$ cat config.mk
export PLATFORM = sky130hd
export DESIGN_NAME = reflo_seq
export DESIGN_NICKNAME = d
export VERILOG_FILES = /design/src/rtl/reflo_pkg.sv /design/src/rtl/reflo_ctrl.sv /design/src/rtl/reflo_dp.sv /design/src/rtl/reflo_seq.sv
export SDC_FILE = /design/constraint.sdc
export NUM_CORES = 1
export LEC_CHECK = 0
export ABC_AREA = 1
export CORE_MARGIN = 2
export CORE_UTILIZATION = 50
export CTS_CLUSTER_SIZE = 14
export DETAILED_ROUTE_END_ITERATION = 12
export MAX_ROUTING_LAYER = met4
export PLACE_DENSITY = 0.77
export SKIP_CTS_REPAIR_TIMING = 1
export SLEW_MARGIN = 10
export SYNTH_ARGS = -nofsm -noshare
export SYNTH_HDL_FRONTEND = slang
export SYNTH_SLANG_ARGS = --single-unit
$ cat constraint.sdc
create_clock -name clk -period 1.9 [get_ports clk]
set_input_delay 0.38 -clock clk [delete_from_list [all_inputs] [get_ports clk]]
set_output_delay 0.38 -clock clk [all_outputs]
set_load 0.01 [all_outputs]
$ cat src/rtl/reflo_pkg.sv
package reflo_pkg;

  typedef enum logic [2:0] {
    ST_IDLE = 3'd0,
    ST_PRE  = 3'd1,
    ST_TX   = 3'd2,
    ST_POST = 3'd3,
    ST_LINK = 3'd4
  } seqState_e;

  // strobes from the control FSM into the datapath
  typedef struct packed {
    logic loadPre;
    logic loadTx;
    logic loadPost;
    logic clrRun;
    logic capWin;
    logic finOk;
    logic finFail;
  } seqStrobe_t;

  localparam logic [2:0] ADDR_CTRL = 3'd0;
  localparam logic [2:0] ADDR_CFG  = 3'd1;
  localparam logic [2:0] ADDR_DUR  = 3'd2;
  localparam logic [2:0] ADDR_TAP  = 3'd3;
  localparam logic [2:0] ADDR_STAT = 3'd4;

  localparam int TAP_W = 7;
  localparam int LOC_W = 10;
  localparam logic [15:0] DUR_RST   = 16'd16000;
  localparam logic [6:0]  TAP_S_RST = 7'd4;
  localparam logic [6:0]  TAP_E_RST = 7'd36;

  function automatic int unsigned codeToMs(input logic [1:0] code);
    case (code)
      2'd0:    codeToMs = 0;
      2'd1:    codeToMs = 10;
      2'd2:    codeToMs = 100;
      default: codeToMs = 1000;
    endcase
  endfunction

endpackage

$ cat src/rtl/reflo_ctrl.sv
module reflo_ctrl
  import reflo_pkg::*;
(
  input  logic       clk,
  input  logic       rstN,
  input  logic       startReq,
  input  logic       phaseEnd,
  input  logic       lineEnergy,
  output seqState_e  state,
  output seqStrobe_t strb
);

  seqState_e nextState;

  always_comb begin
    nextState = state;
    strb      = '0;
    case (state)
      ST_IDLE, ST_LINK: begin
        if (startReq) begin
          nextState    = ST_PRE;
          strb.loadPre = 1'b1;
          strb.clrRun  = 1'b1;
        end
      end
      ST_PRE: begin
        if (lineEnergy) begin
          nextState    = ST_IDLE;
          strb.finFail = 1'b1;
        end else if (phaseEnd) begin
          nextState   = ST_TX;
          strb.loadTx = 1'b1;
        end
      end
      ST_TX: begin
        strb.capWin = 1'b1;
        if (phaseEnd) begin
          nextState     = ST_POST;
          strb.loadPost = 1'b1;
        end
      end
      ST_POST: begin
        strb.capWin = 1'b1;
        if (phaseEnd) begin
          nextState  = ST_LINK;
          strb.finOk = 1'b1;
        end
      end
      default: nextState = ST_IDLE;
    endcase
  end

  always_ff @(posedge clk or negedge rstN) begin
    if (!rstN) state <= ST_IDLE;
    else       state <= nextState;
  end

  // energy during leading silence always aborts, even on its last clock
  p_abort_r7: assert property (@(posedge clk) disable iff (!rstN)
    (state == ST_PRE && lineEnergy) |=> (state == ST_IDLE));

  p_link_hold_r6: assert property (@(posedge clk) disable iff (!rstN)
    (state == ST_LINK && !startReq) |=> (state == ST_LINK));

  p_tx_entry_r4: assert property (@(posedge clk) disable iff (!rstN)
    (state == ST_TX && $past(state) != ST_TX) |-> ($past(state) == ST_PRE));

endmodule

$ cat src/rtl/reflo_dp.sv
module reflo_dp
  import reflo_pkg::*;
#(
  parameter int unsigned TICK_DIV  = 125,
  parameter int unsigned US_PER_MS = 1000
) (
  input  logic             clk,
  input  logic             rstN,
  input  logic             regWe,
  input  logic [2:0]       regAddr,
  input  logic [15:0]      regWdata,
  output logic [15:0]      regRdata,
  input  seqStrobe_t       strb,
  input  logic             running,
  input  logic             peakValid,
  input  logic             peakSign,
  input  logic [LOC_W-1:0] peakLoc,
  output logic             startReq,
  output logic             phaseEnd,
  output logic             ampSel,
  output logic [TAP_W-1:0] tapStart,
  output logic [TAP_W-1:0] tapEnd
);

  localparam int unsigned MAX_TICKS = 1000 * US_PER_MS;
  localparam int CNT_W = ($clog2(MAX_TICKS + 1) > 16) ? $clog2(MAX_TICKS + 1) : 16;
  localparam int PRE_W = (TICK_DIV > 1) ? $clog2(TICK_DIV) : 1;

  function automatic logic [CNT_W-1:0] silTicks(input logic [1:0] code);
    silTicks = CNT_W'(codeToMs(code) * US_PER_MS);
  endfunction

  logic             startPend, doneBit, failBit;
  logic [1:0]       preCode, postCode;
  logic [15:0]      durReg;
  logic [TAP_W-1:0] tapStartR, tapEndR;
  logic             peakHit, peakSgn;
  logic [LOC_W-1:0] peakLocR;
  logic [PRE_W-1:0] preCnt;
  logic [CNT_W-1:0] phaseCnt;
  logic             tick, anyLoad;
  logic             wrCtrl, wrCfg, wrDur, wrTap;

  assign tick    = (preCnt == PRE_W'(TICK_DIV - 1));
  assign anyLoad = strb.loadPre | strb.loadTx | strb.loadPost;
  assign wrCtrl  = regWe && (regAddr == ADDR_CTRL);
  assign wrCfg   = regWe && (regAddr == ADDR_CFG);
  assign wrDur   = regWe && (regAddr == ADDR_DUR);
  assign wrTap   = regWe && (regAddr == ADDR_TAP);

  // setup registers
  always_ff @(posedge clk or negedge rstN) begin
    if (!rstN) begin
      preCode   <= 2'd0;
      postCode  <= 2'd0;
      ampSel    <= 1'b0;
      durReg    <= DUR_RST;
      tapStartR <= TAP_S_RST;
      tapEndR   <= TAP_E_RST;
    end else begin
      if (wrCfg) begin
        preCode  <= regWdata[1:0];
        postCode <= regWdata[3:2];
        ampSel   <= regWdata[12];
      end
      if (wrDur) durReg <= regWdata;
      if (wrTap) begin
        tapStartR <= regWdata[6:0];
        tapEndR   <= regWdata[14:8];
      end
    end
  end

  // start request and run flags
  always_ff @(posedge clk or negedge rstN) begin
    if (!rstN) begin
      startPend <= 1'b0;
      doneBit   <= 1'b0;
      failBit   <= 1'b0;
    end else begin
      if (strb.clrRun)                               startPend <= 1'b0;
      else if (wrCtrl && regWdata[15] && !running)   startPend <= 1'b1;
      if (strb.clrRun) begin
        doneBit <= 1'b0;
        failBit <= 1'b0;
      end else if (strb.finFail) begin
        doneBit <= 1'b1;
        failBit <= 1'b1;
      end else if (strb.finOk) begin
        doneBit <= 1'b1;
      end
    end
  end

  // reflection result capture
  always_ff @(posedge clk or negedge rstN) begin
    if (!rstN) begin
      peakHit  <= 1'b0;
      peakSgn  <= 1'b0;
      peakLocR <= '0;
    end else if (strb.clrRun) begin
      peakHit  <= 1'b0;
      peakSgn  <= 1'b0;
      peakLocR <= '0;
    end else if (strb.capWin && peakValid) begin
      peakHit  <= 1'b1;
      peakSgn  <= peakSign;
      peakLocR <= peakLoc;
    end
  end

  // microsecond prescaler, realigned on every phase load
  always_ff @(posedge clk or negedge rstN) begin
    if (!rstN)               preCnt <= '0;
    else if (anyLoad || tick) preCnt <= '0;
    else                     preCnt <= preCnt + 1'b1;
  end

  // shared phase counter in microsecond ticks
  always_ff @(posedge clk or negedge rstN) begin
    if (!rstN)                              phaseCnt <= '0;
    else if (strb.loadPre)                  phaseCnt <= silTicks(preCode);
    else if (strb.loadTx)                   phaseCnt <= CNT_W'(durReg);
    else if (strb.loadPost)                 phaseCnt <= silTicks(postCode);
    else if (tick && (phaseCnt != '0))      phaseCnt <= phaseCnt - 1'b1;
  end

  assign phaseEnd = (phaseCnt == '0) || ((phaseCnt == CNT_W'(1)) && tick);
  assign startReq = startPend;
  assign tapStart = tapStartR;
  assign tapEnd   = tapEndR;

  always_comb begin
    case (regAddr)
      ADDR_CTRL: regRdata = {startPend, 13'd0, doneBit, failBit};
      ADDR_CFG:  regRdata = {3'd0, ampSel, 8'd0, postCode, preCode};
      ADDR_DUR:  regRdata = durReg;
      ADDR_TAP:  regRdata = {1'b0, tapEndR, 1'b0, tapStartR};
      ADDR_STAT: regRdata = {4'd0, peakHit, peakSgn, peakLocR};
      default:   regRdata = 16'd0;
    endcase
  end

  p_start_self_clear_r2: assert property (@(posedge clk) disable iff (!rstN)
    strb.clrRun |=> !startPend);

  p_count_no_rise_r3: assert property (@(posedge clk) disable iff (!rstN)
    !anyLoad |=> (phaseCnt <= $past(phaseCnt)));

  p_fail_sets_done_r7: assert property (@(posedge clk) disable iff (!rstN)
    strb.finFail |=> (doneBit && failBit));

  p_status_frozen_r8: assert property (@(posedge clk) disable iff (!rstN)
    (!strb.capWin && !strb.clrRun) |=> $stable({peakHit, peakSgn, peakLocR}));

  p_busy_blocks_start_r9: assert property (@(posedge clk) disable iff (!rstN)
    (running && !startPend) |=> !startPend);

endmodule

$ cat src/rtl/reflo_seq.sv
module reflo_seq
  import reflo_pkg::*;
#(
  parameter int unsigned TICK_DIV  = 125,
  parameter int unsigned US_PER_MS = 1000
) (
  input  logic        clk,
  input  logic        rstN,
  input  logic        regWe,
  input  logic [2:0]  regAddr,
  input  logic [15:0] regWdata,
  output logic [15:0] regRdata,
  input  logic        lineEnergy,
  input  logic        peakValid,
  input  logic        peakSign,
  input  logic [9:0]  peakLoc,
  output logic        txEnable,
  output logic        txAmpHigh,
  output logic        quietHold,
  output logic        forcedLink,
  output logic [6:0]  tapStart,
  output logic [6:0]  tapEnd
);

  seqState_e  state;
  seqStrobe_t strb;
  logic       startReq, phaseEnd, ampSel, running;

  assign running    = (state == ST_PRE) || (state == ST_TX) || (state == ST_POST);
  assign txEnable   = (state == ST_TX);
  assign quietHold  = (state == ST_PRE) || (state == ST_POST);
  assign forcedLink = (state == ST_LINK);
  assign txAmpHigh  = txEnable & ampSel;

  reflo_ctrl ctrl_i (
    .clk        (clk),
    .rstN       (rstN),
    .startReq   (startReq),
    .phaseEnd   (phaseEnd),
    .lineEnergy (lineEnergy),
    .state      (state),
    .strb       (strb)
  );

  reflo_dp #(.TICK_DIV(TICK_DIV), .US_PER_MS(US_PER_MS)) dp_i (
    .clk       (clk),
    .rstN      (rstN),
    .regWe     (regWe),
    .regAddr   (regAddr),
    .regWdata  (regWdata),
    .regRdata  (regRdata),
    .strb      (strb),
    .running   (running),
    .peakValid (peakValid),
    .peakSign  (peakSign),
    .peakLoc   (peakLoc),
    .startReq  (startReq),
    .phaseEnd  (phaseEnd),
    .ampSel    (ampSel),
    .tapStart  (tapStart),
    .tapEnd    (tapEnd)
  );

endmodule

==> results of run 1 <==
logic make-up after synthesis:
| kind of cell | Yosys count | synth area share [%] |
|---|---|---|
| multiplexers | 2 | 0.471 |
| XOR/XNOR | 14 | 2.56 |
| buffers and inverters | 118 | 10.3 |
| flip-flops | 80 | 42.1 |
| AO/OA/AOI/OAI | 104 | 12.8 |
| AND/OR/NAND/NOR | 315 | 28.1 |
| adder cells (fa/ha/maj) | 14 | 3.66 |
power by group:
part	internal, uW	leakage (uW)	total (uW)	switching [uW]
logic	1530	0.00245	3400	1870
registers	2140	0.000994	2470	324
clock network	655	0.0000966	1360	706
registers in the layout (all words and copies together), names as in the netlist:
signal / count
dp_i.startReq: 1
dp_i.failBit: 1
dp_i.peakSgn: 1
dp_i.preCnt: 7
dp_i.postCode: 2
dp_i.preCode: 2
dp_i.durReg: 16
ctrl_i.state: 3
dp_i.phaseCnt: 20
dp_i.ampSel: 1
dp_i.tapStart: 7
dp_i.doneBit: 1
dp_i.peakLocR: 10
dp_i.peakHit: 1
dp_i.tapEnd: 7
how the worst max path moves through the flow:
| stage | start | endpoint | slack (ns) | depth (start not counted) |
|---|---|---|---|---|
| 2_1_floorplan | dp_i.preCnt[0]$_DFF_PN0_ | dp_i.phaseCnt[18]$_DFFE_PN0P_ | 0.002 | 12 |
| 3_3_place_gp | regAddr[1] | regRdata[1] | -0.64 | 8 |
| 3_5_place_dp | regAddr[1] | regRdata[1] | -0.70 | 8 |
| 4_1_cts | regAddr[1] | regRdata[10] | -0.71 | 8 |
| 5_1_grt | dp_i.phaseCnt[16]$_DFFE_PN0P_ | dp_i.phaseCnt[7]$_DFFE_PN0P_ | -0.28 | 12 |
| 6_report | dp_i.phaseCnt[16]$_DFFE_PN0P_ | dp_i.phaseCnt[5]$_DFFE_PN0P_ | -0.17 | 12 |
worst max-delay path, stage by stage (launching register included):
cell        delay, ns
dfrtp_1          0.39
nor2_1           0.22
nand2_2          0.13
nor2_1           0.15
nand2_2          0.10
a21oi_4          0.27
nand2_4          0.13
nand3_4          0.13
clkinvlp_4       0.17
nand2_1          0.10
nand2_1          0.05
inv_1            0.05
nand2_1          0.05
area by class of cell:
type                       instances  area [um2]
clock buffer                      11         141
timing repair buffer             147        1420
sequential                        80        2020
tap                              129         161
inverter                         100         382
fill                             715        2520
clock inverter                     5        62.6
multi-input combinational        451        2530
synthesized netlist by cell type, drive strengths merged:
master     n
nand2    187
inv       97
dfrtp     71
nor2      66
o21ai     66
nand3     48
a21oi     20
ha        14
clkbuf    10
xor2      10
dfstp      9
buf        8
o211ai     7
nor3       6
nand4      4
o221ai     4
xnor2      4
clkinv     3
o2111ai    3
mux2       2
or2        2
a221oi     1
a22o       1
a22oi      1
nand3b     1
nor3b      1
o22ai      1
metal layers:
| layer | global-route usage (%) | share of wire, % |
|---|---|---|
| met3 | 4.17 | 6.1 |
| met1 | 35.6 | 41 |
| met5 | - | 0 |
| met4 | 9.03 | 3.6 |
| met2 | 47.9 | 50 |
through the flow:
step	util (%)	worst slack, ns	hold WS [ns]
final	72.7	-0.166	-0.0195
after global routing	72.7	-0.282	0.00298
after CTS	67.6	-0.707	-0.00153
after detailed placement	65.4	-0.699	0.376
after global placement	65.4	-0.642	0.377
after floorplan	-	0.00202	0.0844
==> results.sh, run 1 <==
export IMPL_outcome="finished, violations left"
export IMPL_violations="negative hold slack, negative setup slack"
export IMPL_synthDistinctLibCells=40
export IMPL_drt_total_wl_um=14800
export IMPL_synth_seq_cells=80
export IMPL_layout_common_cells="171 x nand2_1, 90 x inv_1, 69 x dfrtp_1, 65 x buf_4, 56 x o21ai_0"
export IMPL_worstSetupStartpointType="flop"
export IMPL_ioPinCount=69
export IMPL_fin_nets=838
export IMPL_worst_ep_required_time_ns=2.14
export IMPL_yosysWarnings=0
export IMPL_worst_pin_slew_ns=0.512
export IMPL_antenna_found_initial=0
export IMPL_clockBufferDepth=2
export IMPL_hpwl_um=10400
export IMPL_htreeDepth=3
export IMPL_rows=35
export IMPL_start_util_pct=51.8
export IMPL_r2r_end="dp_i.phaseCnt[5]$_DFFE_PN0P_"
export IMPL_skew_ns=0.00972
export IMPL_numCtsBuffers=9
export IMPL_overflow=0
export IMPL_slew_headroom_pct=65.8
export IMPL_ys_seq_area_share_pct=42.1
export IMPL_final_hold_viol_count=21
export IMPL_finalInstanceArea_um2=6720
export IMPL_grt_pass1_vias=4784
export IMPL_vdd_drop_max_mv=0.582
export IMPL_track_usage_pct=28.5
export IMPL_p_leak_uw=0.00354
export IMPL_drive_gt1_share_pct=23.9
export IMPL_finalSetupViolations=20
export IMPL_cp_max_fo=6
export IMPL_ant_nets=0
export IMPL_clock_fmax_ghz=0.484
export IMPL_cts_root_buffer="clkbuf_8"
export IMPL_clock_sinks=80
export IMPL_synth_area_leaders="dfrtp_1 37%, nand2_1 14%, inv_1 7.5%, o21ai_0 6.8%, dfstp_2 4.9%"
export IMPL_clkTransAtPathRegs_ns=0.09
export IMPL_drc=0
export IMPL_vias=4904
export IMPL_via_per_inst=5.31
export IMPL_whs_ns=-0.0195
export IMPL_worstHoldPathType="input port to asynchronous set/reset pin"
export IMPL_route_detailed_wl_per_inst_um=16.0
export IMPL_syn_avg_cell_area_um2=7.39
export IMPL_synthCells=647
export IMPL_p_per_area_nw_per_um2=1080
export IMPL_synth_top_area_share_pct=37.1
export IMPL_worstSetupPathType="flop to flop"
export IMPL_dieWidth_um=102
export IMPL_cts_tree="built"
export IMPL_period_needed_ns=2.07
export IMPL_total_power_uw=7230
export IMPL_grt_max_degree=37
export IMPL_areaGrowthSynthToFinish_pct=40.4
export IMPL_synth_nets=696
export IMPL_postPlaceCellArea_um2=6040
export IMPL_firstDrtPassIters=5
export IMPL_drv_slew=0
export IMPL_worst_endpoint_arrival_ns=2.31
export IMPL_synth_largest_area_cell="dfrtp_1"
export IMPL_grt_pass1_wl_um=22400
export IMPL_r2r_start="dp_i.phaseCnt[16]$_DFFE_PN0P_"
export IMPL_portBuffers=68
export IMPL_cp_end_kind="flop"
export IMPL_final_cells=923
export IMPL_diodes=0
export IMPL_finalCritPeriodShare_pct=109
export IMPL_core_area_um2=9240
export IMPL_synth_area_um2=4780
export IMPL_ff2ff_path_depth=12
export IMPL_setup_slack_ns=-0.166
export IMPL_setup_tns_ns=-2.64
export IMPL_maxCapViolations=0
export IMPL_reg2reg_slack_ns=-0.17
export IMPL_rsz0062_at_grt="true"
export IMPL_drt_iter0_drc=371
export IMPL_final_common_cell="nand2_1"
export IMPL_gp_congestion=0.900
export IMPL_dieArea_um2=10400
export IMPL_placed_cells=889
export IMPL_worstSkewPairLatency_ns=0.36
export IMPL_die_h_um=102
Note: power is estimated with default switching activity, not from simulation.
==> run 2: changes to the inputs <==
- PLACE_DENSITY: 0.77 -> 0.85
==> results.sh, run 2 (synthesis gave the netlist of run 1 again) <==
export IMPL_diodes=0
export IMPL_skew_ns=0.00832
export IMPL_total_power_uw=7490
export IMPL_worst_endpoint_arrival_ns=2.32
export IMPL_route_detailed_wl_per_inst_um=17.3
export IMPL_cts_root_buffer="clkbuf_8"
export IMPL_placed_cells=891
export IMPL_worst_pin_slew_ns=0.453
export IMPL_ioPinCount=69
export IMPL_drt_iter0_drc=504
export IMPL_htreeDepth=3
export IMPL_worstSetupPathType="flop to flop"
export IMPL_largest_register_ffs=20
export IMPL_layout_common_cells="166 x nand2_1, 89 x inv_1, 68 x dfrtp_1, 61 x buf_4, 56 x o21ai_0"
export IMPL_finalCritPeriodShare_pct=108
export IMPL_areaGrowthSynthToFinish_pct=44.6
export IMPL_cts_tree="built"
export IMPL_critPathMaxStageDelay_ns=0.39
export IMPL_gp_congestion=0.922
export IMPL_numCtsBuffers=9
export IMPL_ff2ff_path_depth=13
export IMPL_critical_path_top_delay_family="simple AND/OR/NAND/NOR gates"
export IMPL_dieWidth_um=102
export IMPL_cp_max_fo=8
export IMPL_worstSetupStartpointType="flop"
export IMPL_worst_ep_required_time_ns=2.17
export IMPL_maxCapViolations=0
export IMPL_clockBufferDepth=2
export IMPL_reg2reg_slack_ns=-0.15
export IMPL_finalSetupViolations=19
export IMPL_firstDrtPassIters=6
export IMPL_worstSkewPairLatency_ns=0.38
export IMPL_final_common_cell="nand2_1"
export IMPL_core_area_um2=9240
export IMPL_reg_top3="dp_i.phaseCnt (20), dp_i.durReg (16), dp_i.peakLocR (10)"
export IMPL_crit_slowest_cell="dfrtp_1"
export IMPL_finalInstanceArea_um2=6920
export IMPL_drc=0
export IMPL_track_usage_pct=29.3
export IMPL_antenna_found_initial=0
export IMPL_die_h_um=102
export IMPL_ant_nets=0
export IMPL_rsz0062_at_grt="true"
export IMPL_drive_gt1_share_pct=27.3
export IMPL_fin_nets=844
export IMPL_worstHoldPathType="input port to asynchronous set/reset pin"
export IMPL_grt_pass1_wl_um=22800
export IMPL_r2r_end="dp_i.phaseCnt[15]$_DFFE_PN0P_"
export IMPL_fillers=613
export IMPL_pre_cts_ws_ns=-0.689
export IMPL_regMostFlops="dp_i.phaseCnt"
export IMPL_cp_end_kind="flop"
export IMPL_finish_utilization_pct=74.9
export IMPL_vdd_drop_max_mv=0.467
export IMPL_slew_headroom_pct=69.8
export IMPL_hpwl_um=10700
export IMPL_path_buf_inv=4
export IMPL_violations="negative setup slack"
export IMPL_clock_fmax_ghz=0.488
export IMPL_grt_pass1_vias=4795
export IMPL_rows=35
export IMPL_p_per_area_nw_per_um2=1080
export IMPL_path_cells="inv_1, ha_2, nand3_2, nor2_4, nand2_2, a21oi_4, nand2_4, nand3_4, buf_12, buf_12, o21ai_2, inv_1, nand2_1"
export IMPL_dieArea_um2=10400
export IMPL_grt_max_degree=31
export IMPL_via_per_inst=5.57
export IMPL_period_needed_ns=2.05
export IMPL_overflow=0
export IMPL_portBuffers=68
export IMPL_outcome="finished, violations left"
export IMPL_final_hold_viol_count=0
export IMPL_start_util_pct=51.8
export IMPL_final_cells=929
export IMPL_vias=5178
export IMPL_postPlaceCellArea_um2=6060
export IMPL_clock_sinks=80
export IMPL_r2r_start="dp_i.preCnt[1]$_DFF_PN0_"
export IMPL_p_leak_uw=0.00365
export IMPL_drv_slew=0
export IMPL_setup_slack_ns=-0.150
export IMPL_drt_total_wl_um=16000
export IMPL_clkTransAtPathRegs_ns=0.09
==> run 2: cell count changes in the layout (fill, tap and decap cells not counted), moves of 4 or more <==
cell / change
buf_4: -4
nor2_4: +8
nor2_1: -15
nand3_1: +4
nor2_2: +7
buf_6: +7
nand2_1: -5
==> run 2: how the worst max path moves through the flow <==
stage / startpoint / to / slack, ns / cells past startpoint
after floorplan: dp_i.preCnt[0]$_DFF_PN0_ / dp_i.phaseCnt[18]$_DFFE_PN0P_ / 0.002 / 12
after global placement: regAddr[1] / regRdata[1] / -0.65 / 8
after detailed placement: regAddr[0] / regRdata[0] / -0.69 / 9
after CTS: regAddr[0] / regRdata[0] / -0.71 / 9
after global routing: dp_i.preCnt[1]$_DFF_PN0_ / dp_i.phaseCnt[15]$_DFFE_PN0P_ / -0.23 / 13
final: dp_i.preCnt[1]$_DFF_PN0_ / dp_i.phaseCnt[15]$_DFFE_PN0P_ / -0.15 / 13
==> run 2: cell type report <==
cell class	instances	area [um2]	area share, %
sequential	80	2020	29.2
tap	129	161	2.33
timing repair buffer	154	1550	22.4
multi-input combinational	450	2620	37.9
clock buffer	10	138	1.99
clock inverter	6	51.3	0.742
inverter	100	385	5.57
==> run 2: metal layers <==
metal	wire length, um	vias to the layer above	GRT usage (%)
li1	-	2350	-
met1	6080	2443	34.9
met2	7960	297	47.5
met3	1180	88	5.81
met4	820	0	14.9
met5	0	-	-
==> run 2: power breakdown <==
part / leakage [uW] / switching [uW] / internal [uW]
combinational: 0.00256 / 2060 / 1680
clock: 0.0000935 / 734 / 527
sequential: 0.000993 / 350 / 2140
==> run 2: per-stage QoR <==
stage          TNS (ns)  hold slack, ns
2_1_floorplan         0          0.0844
3_3_place_gp     -11.41           0.354
5_1_grt           -3.77           0.505
4_1_cts          -15.86         -0.0406
3_5_place_dp     -16.63           0.359
6_report          -1.76           0.495
==> run 2: worst register-to-register path, stage by stage (launching register included) <==
cell	delay, ns
dfrtp_1	0.39
inv_1	0.07
ha_2	0.17
nand3_2	0.09
nor2_4	0.14
nand2_2	0.09
a21oi_4	0.25
nand2_4	0.14
nand3_4	0.13
buf_12	0.16
buf_12	0.16
o21ai_2	0.06
inv_1	0.05
nand2_1	0.04
